[src/rtl/prce_pkg.sv]
package prce_pkg;
  localparam logic [7:0] OP_PWR = 8'hFF;

  localparam logic [7:0] ECODE_NONE = 8'd0;
  localparam logic [7:0] ECODE_OP   = 8'd1;
  localparam logic [7:0] ECODE_ID   = 8'd2;
  localparam logic [7:0] ECODE_SIZE = 8'd3;

  typedef enum logic [1:0] {
    K_WRITE = 2'd0,
    K_READ  = 2'd1,
    K_RMW   = 2'd2
  } kind_t;

  typedef enum logic [1:0] {
    S_IDLE, S_ACC, S_RMW_WR, S_FIN
  } state_t;
endpackage

[src/rtl/prce_cmd_check.sv]
module prce_cmd_check
  import prce_pkg::*;
#(
  parameter int MAX_ENTRIES = 5,
  localparam int CNT_W = $clog2(MAX_ENTRIES + 1)
) (
  input  logic [7:0]       op,
  input  logic [3:0]       id,
  input  logic [7:0]       size,
  output kind_t            kind,
  output logic [CNT_W-1:0] count,
  output logic [7:0]       ecode
);
  localparam logic [7:0] MAXC = 8'(MAX_ENTRIES);

  logic [7:0] by3, by2;
  assign by3 = size / 8'd3;
  assign by2 = size >> 1;

  always_comb begin
    kind  = K_WRITE;
    count = '0;
    ecode = ECODE_NONE;
    if (op != OP_PWR) begin
      ecode = ECODE_OP;
    end else begin
      case (id)
        4'd0: begin
          kind = K_WRITE;
          if (size != 8'd0 && (size % 8'd3) == 8'd0 && by3 <= MAXC)
            count = CNT_W'(by3);
          else
            ecode = ECODE_SIZE;
        end
        4'd1: begin
          kind = K_READ;
          if (size != 8'd0 && !size[0] && by2 <= MAXC)
            count = CNT_W'(by2);
          else
            ecode = ECODE_SIZE;
        end
        4'd2: begin
          kind = K_RMW;
          if (size == 8'd4) count = CNT_W'(1);
          else              ecode = ECODE_SIZE;
        end
        default: ecode = ECODE_ID;
      endcase
    end
  end
endmodule

[src/rtl/prce_entry_select.sv]
module prce_entry_select #(
  parameter int BUF_BYTES = 16,
  parameter int CNT_W     = 3,
  localparam int BI_W     = $clog2(BUF_BYTES)
) (
  input  logic [BUF_BYTES*8-1:0] buf_q,
  input  logic [CNT_W-1:0]       idx,
  input  logic [CNT_W-1:0]       count,
  output logic [15:0]            addr,
  output logic [7:0]             data,
  output logic [7:0]             mask
);
  logic [7:0] bytes [BUF_BYTES];

  for (genvar g = 0; g < BUF_BYTES; g++) begin : g_unpack
    assign bytes[g] = buf_q[8*g +: 8];
  end

  logic [BI_W-1:0] lo_i, hi_i, dat_i;
  assign lo_i  = BI_W'({idx, 1'b0});
  assign hi_i  = lo_i + BI_W'(1);
  assign dat_i = BI_W'({count, 1'b0}) + BI_W'(idx);

  assign addr = {bytes[hi_i], bytes[lo_i]};
  assign data = bytes[dat_i];
  assign mask = bytes[3];
endmodule

[src/rtl/pwr_reg_cmd_engine.sv]
module pwr_reg_cmd_engine
  import prce_pkg::*;
#(
  parameter int MAX_ENTRIES = 5,
  parameter int BUF_BYTES   = 16,
  localparam int CNT_W      = $clog2(MAX_ENTRIES + 1),
  localparam int BUF_W      = BUF_BYTES * 8
) (
  input  logic             clk,
  input  logic             rst_n,
  input  logic             start,
  input  logic [7:0]       cmd_op,
  input  logic [3:0]       cmd_id,
  input  logic [7:0]       cmd_size,
  input  logic [BUF_W-1:0] wbuf,
  output logic             busy,
  output logic             done,
  output logic             err,
  output logic [7:0]       err_code,
  output logic [BUF_W-1:0] rbuf,
  output logic             rf_req_valid,
  input  logic             rf_req_ready,
  output logic             rf_req_we,
  output logic [15:0]      rf_req_addr,
  output logic [7:0]       rf_req_wdata,
  input  logic [7:0]       rf_rdata
);
  state_t           state;
  kind_t            kind_q, dkind;
  logic [CNT_W-1:0] count_q, idx_q, dcount;
  logic [7:0]       dcode, ecode_q, old_q;
  logic             err_q;
  logic [BUF_W-1:0] wbuf_q, rbuf_q;
  logic [15:0]      sel_addr;
  logic [7:0]       sel_data, sel_mask, merged;

  prce_cmd_check #(.MAX_ENTRIES(MAX_ENTRIES)) u_check (
    .op(cmd_op), .id(cmd_id), .size(cmd_size),
    .kind(dkind), .count(dcount), .ecode(dcode)
  );

  prce_entry_select #(.BUF_BYTES(BUF_BYTES), .CNT_W(CNT_W)) u_sel (
    .buf_q(wbuf_q), .idx(idx_q), .count(count_q),
    .addr(sel_addr), .data(sel_data), .mask(sel_mask)
  );

  assign merged = (old_q & ~sel_mask) | (sel_data & sel_mask);

  logic last_entry;
  assign last_entry = (idx_q == count_q - CNT_W'(1));

  always_ff @(posedge clk or negedge rst_n) begin
    if (!rst_n) begin
      state   <= S_IDLE;
      kind_q  <= K_WRITE;
      count_q <= '0;
      idx_q   <= '0;
      ecode_q <= ECODE_NONE;
      err_q   <= 1'b0;
      old_q   <= '0;
      wbuf_q  <= '0;
      rbuf_q  <= '0;
    end else begin
      case (state)
        S_IDLE: if (start) begin
          wbuf_q  <= wbuf;
          kind_q  <= dkind;
          count_q <= dcount;
          idx_q   <= '0;
          rbuf_q  <= '0;
          ecode_q <= dcode;
          err_q   <= (dcode != ECODE_NONE);
          state   <= (dcode != ECODE_NONE) ? S_FIN : S_ACC;
        end
        S_ACC: if (rf_req_ready) begin
          if (kind_q == K_READ) rbuf_q[{idx_q, 3'b000} +: 8] <= rf_rdata;
          if (kind_q == K_RMW) begin
            old_q <= rf_rdata;
            state <= S_RMW_WR;
          end else if (last_entry) begin
            state <= S_FIN;
          end else begin
            idx_q <= idx_q + CNT_W'(1);
          end
        end
        S_RMW_WR: if (rf_req_ready) state <= S_FIN;
        S_FIN:    state <= S_IDLE;
        default:  state <= S_IDLE;
      endcase
    end
  end

  always_comb begin
    rf_req_valid = (state == S_ACC) || (state == S_RMW_WR);
    rf_req_we    = (state == S_RMW_WR) || (kind_q == K_WRITE);
    rf_req_addr  = sel_addr;
    rf_req_wdata = (state == S_RMW_WR) ? merged : sel_data;
  end

  assign busy     = (state != S_IDLE);
  assign done     = (state == S_FIN);
  assign err      = err_q;
  assign err_code = ecode_q;
  assign rbuf     = rbuf_q;

  assert_req_hold_R8: assert property (@(posedge clk) disable iff (!rst_n)
    rf_req_valid && !rf_req_ready |=> rf_req_valid && $stable(rf_req_addr)
      && $stable(rf_req_we) && $stable(rf_req_wdata));

  assert_done_pulse_R9: assert property (@(posedge clk) disable iff (!rst_n)
    done |=> !done);

  assert_no_access_on_error_R7: assert property (@(posedge clk) disable iff (!rst_n)
    busy && err |-> !rf_req_valid);

  assert_busy_needs_start_R10: assert property (@(posedge clk) disable iff (!rst_n)
    $rose(busy) |-> $past(start));

  assert_rmw_write_after_read_R6: assert property (@(posedge clk) disable iff (!rst_n)
    rf_req_valid && rf_req_ready && !rf_req_we && kind_q == K_RMW
      |=> rf_req_valid && rf_req_we && $stable(rf_req_addr));
endmodule

[config.mk]
export PLATFORM = sky130hd
export DESIGN_NAME = pwr_reg_cmd_engine
export DESIGN_NICKNAME = d
export VERILOG_FILES = /design/src/rtl/prce_pkg.sv /design/src/rtl/prce_cmd_check.sv /design/src/rtl/prce_entry_select.sv /design/src/rtl/pwr_reg_cmd_engine.sv
export SDC_FILE = /design/constraint.sdc
export NUM_CORES = 1
export LEC_CHECK = 0
export BUFFER_PORTS_ARGS = -buffer_cell sky130_fd_sc_hd__clkbuf_2
export CAP_MARGIN = 0
export CORE_MARGIN = 5
export CORE_UTILIZATION = 54
export CTS_CLUSTER_SIZE = 8
export DETAILED_ROUTE_END_ITERATION = 10
export PLACE_DENSITY = 0.8
export SETUP_SLACK_MARGIN = 0.5
export SLEW_MARGIN = 20
export SYNTH_ARGS = -nofsm -noshare
export SYNTH_HDL_FRONTEND = slang
export SYNTH_SLANG_ARGS = --single-unit
[constraint.sdc]
create_clock -name clk -period 4 [get_ports clk]
set_clock_uncertainty 0.2 [all_clocks]
set_input_delay 0.4 -clock clk [delete_from_list [all_inputs] [get_ports clk]]
set_output_delay 0.4 -clock clk [all_outputs]
set_load 0.01 [all_outputs]
======== After elaboration in Yosys (flattened, before gate mapping) ========
Cells that the tools add are included.
cells by class
  order comparisons ....................... 5
  reductions and logical operators ........ 20
  shift-type cells ........................ 2
  mux-type cells .......................... 39
  bitwise gates (word level) .............. 7
  eq/ne operators ......................... 17
  div/mod/pow operators ................... 2
  $add $sub $neg .......................... 5
operators with widths
  cell                                                                               number
  128-bit two-way mux                                                                3
  128-bit one-hot mux with 2 select lines                                            1
  128-bit bitwise mux                                                                1
  8-bit by 8-bit variable shift with 128-bit output (first input constant)           1
  8-bit by 8-bit variable part select with 128-bit output                            1
  8-bit binary-select mux with 4-bit select                                          3
  8-bit two-way mux                                                                  8
  8-bit one-hot mux with 3 select lines                                              1
  3-bit two-way mux                                                                  7
  2-bit two-way mux                                                                  10
  8-bit AND                                                                          2
  8-bit nonzero test                                                                 2
  5-bit greater-or-equal comparator (second input constant)                          3
  4-bit inverter with 5-bit output                                                   3
  2-bit inequality test (second input constant)                                      6
  3-bit one-hot mux with 3 select lines                                              1
  8-bit by 2-bit divider with 8-bit output (second input constant)                   1
  8-bit by 3-bit == test with 1-bit output (second input constant)                   1
  8-bit by 3-bit less-or-equal comparator with 1-bit output (second input constant)  1
  8-bit logical NOT                                                                  1
  8-bit by 2-bit remainder unit with 8-bit output (second input constant)            1
  8-bit inequality test (second input constant)                                      1
  6-bit negator with 8-bit output                                                    1
  8-bit inverter                                                                     1
  26 further kinds                                                                   36
word-level totals
  register bits ........................... 283

======== Depth between registers and ports, before layout ========
  depth after elaboration ................. 11
  mapped depth ............................ 19
  gate-level depth less buffers ........... 16

======== Cells and area by module ========
From an unflattened synthesis, not the netlist that was laid out.
second synthesis, totals
  cell total of the unflattened synthesis .. 1122
  area, all modules ....................... 14601.5 um^2
modules (own cells, without submodules)
  module              cells each  times used  area an instance (um^2)  sequential area each (um^2)
  pwr_reg_cmd_engine  726         1           11064.4                  7081.8
  prce_entry_select   192         1           2219.6                   0.0
  prce_cmd_check      204         1           1317.5                   0.0

======== Worst setup path after synthesis ========
OpenSTA, ideal clock, no wires.
  path kind ............................... input -> register
  start ................................... input cmd_size[2]
  end ..................................... register count_q[0]
  stages .................................. 18
  data arrival time ....................... 3.701 ns
  library setup time ...................... 0.076 ns
  required time ........................... 3.724 ns
  setup slack ............................. 0.023 ns
  cell sequence ........................... buf_2 or3b_1 o211a_1 o32ai_2 nor2_4 inv_2 ha_1 clkbuf_1 inv_1 o211ai_1 xor2_1 ha_1 or2_2 nor3_1 a22o_1 nor3_2 a2111o_1 o21ai_1
between the ends
  longest elaborated chain between the ends .. 7
RTL lines
  what                                                                              line                      source
  start: declaration                                                                pwr_reg_cmd_engine.sv:14  input logic [7:0] cmd_size,
  branches (longest 5 deep; another with 8-bit by 2-bit divider with 8-bit output)  -
  3-bit one-hot mux with 3 select lines *                                           prce_cmd_check.sv:27      case (id)
  3-bit two-way mux *                                                               prce_cmd_check.sv:24      if (op != OP_PWR) begin
  end signal: assignment                                                            pwr_reg_cmd_engine.sv:68  count_q <= dcount;
  end: declaration                                                                  pwr_reg_cmd_engine.sv:30  logic [CNT_W-1:0] count_q, idx_q, dcount;
Every way passes the cells marked *.
A chain may end at the register's enable or synchronous reset.

======== Worst setup path after layout ========
  start ................................... register idx_q[1]
  end ..................................... output rf_req_wdata[5]
between the ends
  longest elaborated chain between the ends .. 8
RTL lines
  what                                                      line                      source
  start: declaration                                        pwr_reg_cmd_engine.sv:30
  start signal: assignment                                  pwr_reg_cmd_engine.sv:83  idx_q <= idx_q + CNT_W'(1);
  4-bit by 3-bit adder with 4-bit output *                  prce_entry_select.sv:22   assign dat_i = BI_W'({count, 1'b0}) + BI_W'(idx);
  4-bit inverter with 5-bit output (not written as such) *  prce_entry_select.sv:25   assign data = bytes[dat_i];
  8-bit binary-select mux with 4-bit select *               prce_entry_select.sv:25
  8-bit two-way mux (not written as such) * (2 in a row)    prce_entry_select.sv:25
  8-bit AND                                                 pwr_reg_cmd_engine.sv:47  assign merged = (old_q & ~sel_mask) | (sel_data & sel_mask);
  8-bit bitwise OR                                          pwr_reg_cmd_engine.sv:47
  8-bit two-way mux *                                       pwr_reg_cmd_engine.sv:97  rf_req_wdata = (state == S_RMW_WR) ? merged : sel_data;
  end: declaration                                          pwr_reg_cmd_engine.sv:25  output logic [7:0] rf_req_wdata,
Mark *: on every way between the ends. The rest lies on a longest branch, timed or not. The select of a mux whose other input is x is not followed.

==> impl_metrics.tcl <==
set metrics [dict create \
    status "finished, violations left" \
    violations "negative setup slack" \
    hold_slack_ns 0.0155 \
    viasPerCell 5.97 \
    die_y_um 168 \
    worst_pin_slew_ns 0.886 \
    r2r_setup_slack_ns 0.73 \
    clock_latency_ns 0.52 \
    rsz0062_at_grt "yes" \
    fmax_ghz 0.249 \
    drt_wl_total_um 46800 \
    synth_edf_count 0 \
    area_growth_pct 33.9 \
    rows 58 \
    ioPinCount 325 \
    fin_nets 1948 \
    grt_pass1_vias 12800 \
    finalSetupViolCount 7 \
    dp_hpwl_um 30400 \
    drive_gt1_share_pct 28.5 \
    reg2reg_to "rbuf[55]$_DFFE_PN0P_" \
    min_to "wbuf_q[15]$_DFFE_PN0P_" \
    ctsHtreeMaxLevel 2 \
    r2r-start "idx_q[1]$_DFFE_PN0P_" \
    routabilityCongestion 0.944 \
    power.leakage_nw 9.14 \
    numCtsBuffers 40 \
    setup_slack_ns -0.0178 \
    design_area_um2 18100 \
    async_reset_ff_share_pct 100 \
    instances_no_fill 2111 \
    worstSetupStartpointType "flip-flop" \
    port_buffers 318 \
    worst_ep_required_time_ns 3.40 \
    r2r_cells 8 \
    finalSetupTns_ns -0.0772 \
    synth.most_common_cell "nand2_1" \
    synth_cell_types 72 \
    grt_max_degree 133 \
    yosysSeqAreaShare_pct 51.2 \
    cts_root_buf "clkbuf_16" \
    overflow 0 \
    syn_inst 1337 \
    synth_seq_cells 277 \
    nFillCells 1663 \
    syn_area_um2 13500 \
    hold_depth 3 \
    slew_violations 0 \
    critical_path_class "flip-flop to primary output" \
    die_w_um 168 \
    vias 12600 \
    core_um2 25000 \
    ir_drop_uv 467 \
    synth_top_area_share_pct 51.2 \
    dieArea_um2 28300 \
    p_per_area_nw_per_um2 637 \
    avgSynthCellArea_um2 10.1 \
    yosys_warnings 0 \
    wl_per_cell_um 22.2 \
    drt_iter0_drc 1295 \
    maxSlewHeadroom_pct 41.0 \
    cts_tree "done" \
    grt_pass1_wl_um 73000 \
    clock_path_buffers 3 \
    cp_max_fo 8 \
    placed_cell_area_um2 15500 \
    maxCapViolCount 0 \
    hold_path.startpoint "wbuf[15]" \
    hold_viol_final 0 \
    arrival_ns 3.42 \
    drc 0 \
    final_antenna_net_count 0 \
    first_pass_iters 6 \
    post-synth-top-area-cell "dfrtp_1" \
    finalPower_mw 11.6 \
    dp_cells 1926 \
    antenna_found_initial 1 \
    period_needed_ns 4.02 \
    timing.final.crit_share_pct 100 \
    clock-sinks 277 \
    yosys-top-cells-area "dfrtp_1 51%, nand2_1 14%, mux4_2 12%" \
    ys.flop_type "dfrtp_1" \
    cts.reportedPaths.clkPinSlew_ns 0.06 \
    initial_core_util_pct 54.2 \
    grt.total_usage_pct 32.8 \
    synthTopCellsByCount "520 x nand2_1, 277 x dfrtp_1, 72 x mux4_2" \
    end_kind "primary output" \
    min_path_type "input port to flip-flop" \
]
==> how the worst max path moves through the flow <==
stage                                    start                endpoint  slack [ns]  cells after the start
after floorplan                    cmd_size[5]  count_q[0]$_DFFE_PN0P_        0.31                     18
after global placement             cmd_size[4]  count_q[0]$_DFFE_PN0P_        0.18                     17
after detailed placement           cmd_size[4]         err$_DFFE_PN0P_        0.02                     18
after CTS                 idx_q[1]$_DFFE_PN0P_         rf_req_wdata[4]       -0.02                      8
after global routing      idx_q[1]$_DFFE_PN0P_         rf_req_wdata[2]       -0.09                      8
final                     idx_q[1]$_DFFE_PN0P_         rf_req_wdata[5]       -0.02                      8
==> metrics by stage <==
stage / utilization [%] / setup slack (ns)
6_report: 72.6 / -0.0178
5_1_grt: 72.6 / -0.0885
4_1_cts: 72.3 / -0.0227
3_5_place_dp: 62.0 / 0.0180
3_3_place_gp: 62.0 / 0.183
2_1_floorplan: - / 0.313
==> metal layers <==
metal,part of all wire [%],up-vias,GRT usage [%]
li1,-,5451,-
met1,36,6064,40.6
met2,48,864,53.9
met3,9.5,219,7.30
met4,7.0,0,18.1
met5,0,-,0
==> power by group <==
group / leakage, nW / total, mW / switching (mW) / internal [mW]
logic: 4.94 / 4.41 / 2.32 / 2.09
registers: 3.68 / 4.15 / 0.724 / 3.43
clock network: 0.525 / 2.99 / 1.16 / 1.83
total: 9.14 / 11.6 / 4.21 / 7.34
==> final cells by class <==
type	count	area, um2	share of cell area [%]
multi-input cells	960	6300	34.8
diodes	1	2.50	0.0138
flip-flops and latches	277	6940	38.3
clock buffers	45	1050	5.80
clock inverters	2	17.5	0.0966
repair buffers	477	3320	18.3
well taps	330	413	2.28
inverters	19	78.8	0.435
==> cell usage in the layout, fill, tap and decap left out, drive strengths merged, types with 3 or more instances in the layout <==
master,n
a211oi,5
a21oi,24
a22o,58
a31oi,3
and2,4
and3,8
buf,41
clkbuf,353
conb,6
dfrtp,277
dlygate4sd3,128
ha,12
inv,20
mux2,16
mux4,72
nand2,520
nand2b,17
nand3,7
nand4,6
nor2,27
nor2b,38
nor3,11
nor3b,3
o211ai,5
o21a,4
o21ai,54
or3,4
xnor2,6
xor2,4
==> timing repair <==
| item | 4_1_cts | 5_1_grt |
|---|---|---|
| pin swaps | 2 | 4 |
| hold buffers | 128 | 0 |
| endpoints found under the hold margin | 208 | 0 |
| buffers inserted | 5 | 1 |
| resized for setup | 23 | 26 |
| endpoints found under the setup margin | 8 | 14 |
| cloned | 3 | 0 |
==> worst max-delay path: stages (launching register included) <==
cell     delay [ns]
dfrtp_2        0.43
ha_4           0.17
fa_2           0.59
buf_6          0.12
buf_12         0.13
mux4_2         0.52
mux4_2         0.51
mux2_4         0.29
buf_8          0.13
==> logic make-up (layout without fill, tap and decap cells) <==
group	count (synthesis)	after routing	synth area share (%)
AO/OA/AOI/OAI	183	183	9.64
buffers and inverters	105	543	3.31
multiplexers	89	89	13.4
XOR/XNOR	10	10	0.647
AND/OR/NAND/NOR	659	659	20.5
other	1	7	0.0277
adder cells (fa/ha/maj)	13	13	1.26
flip-flops	277	277	51.2
==> sequential cells by signal, summed over array words and instances (netlist names) <==
register and cells:
count_q 3, err 1, err_code 2, idx_q 3
kind_q 2, old_q 8, rbuf 128, state 2
wbuf_q 128
Note: power is estimated with default switching activity, not from simulation.
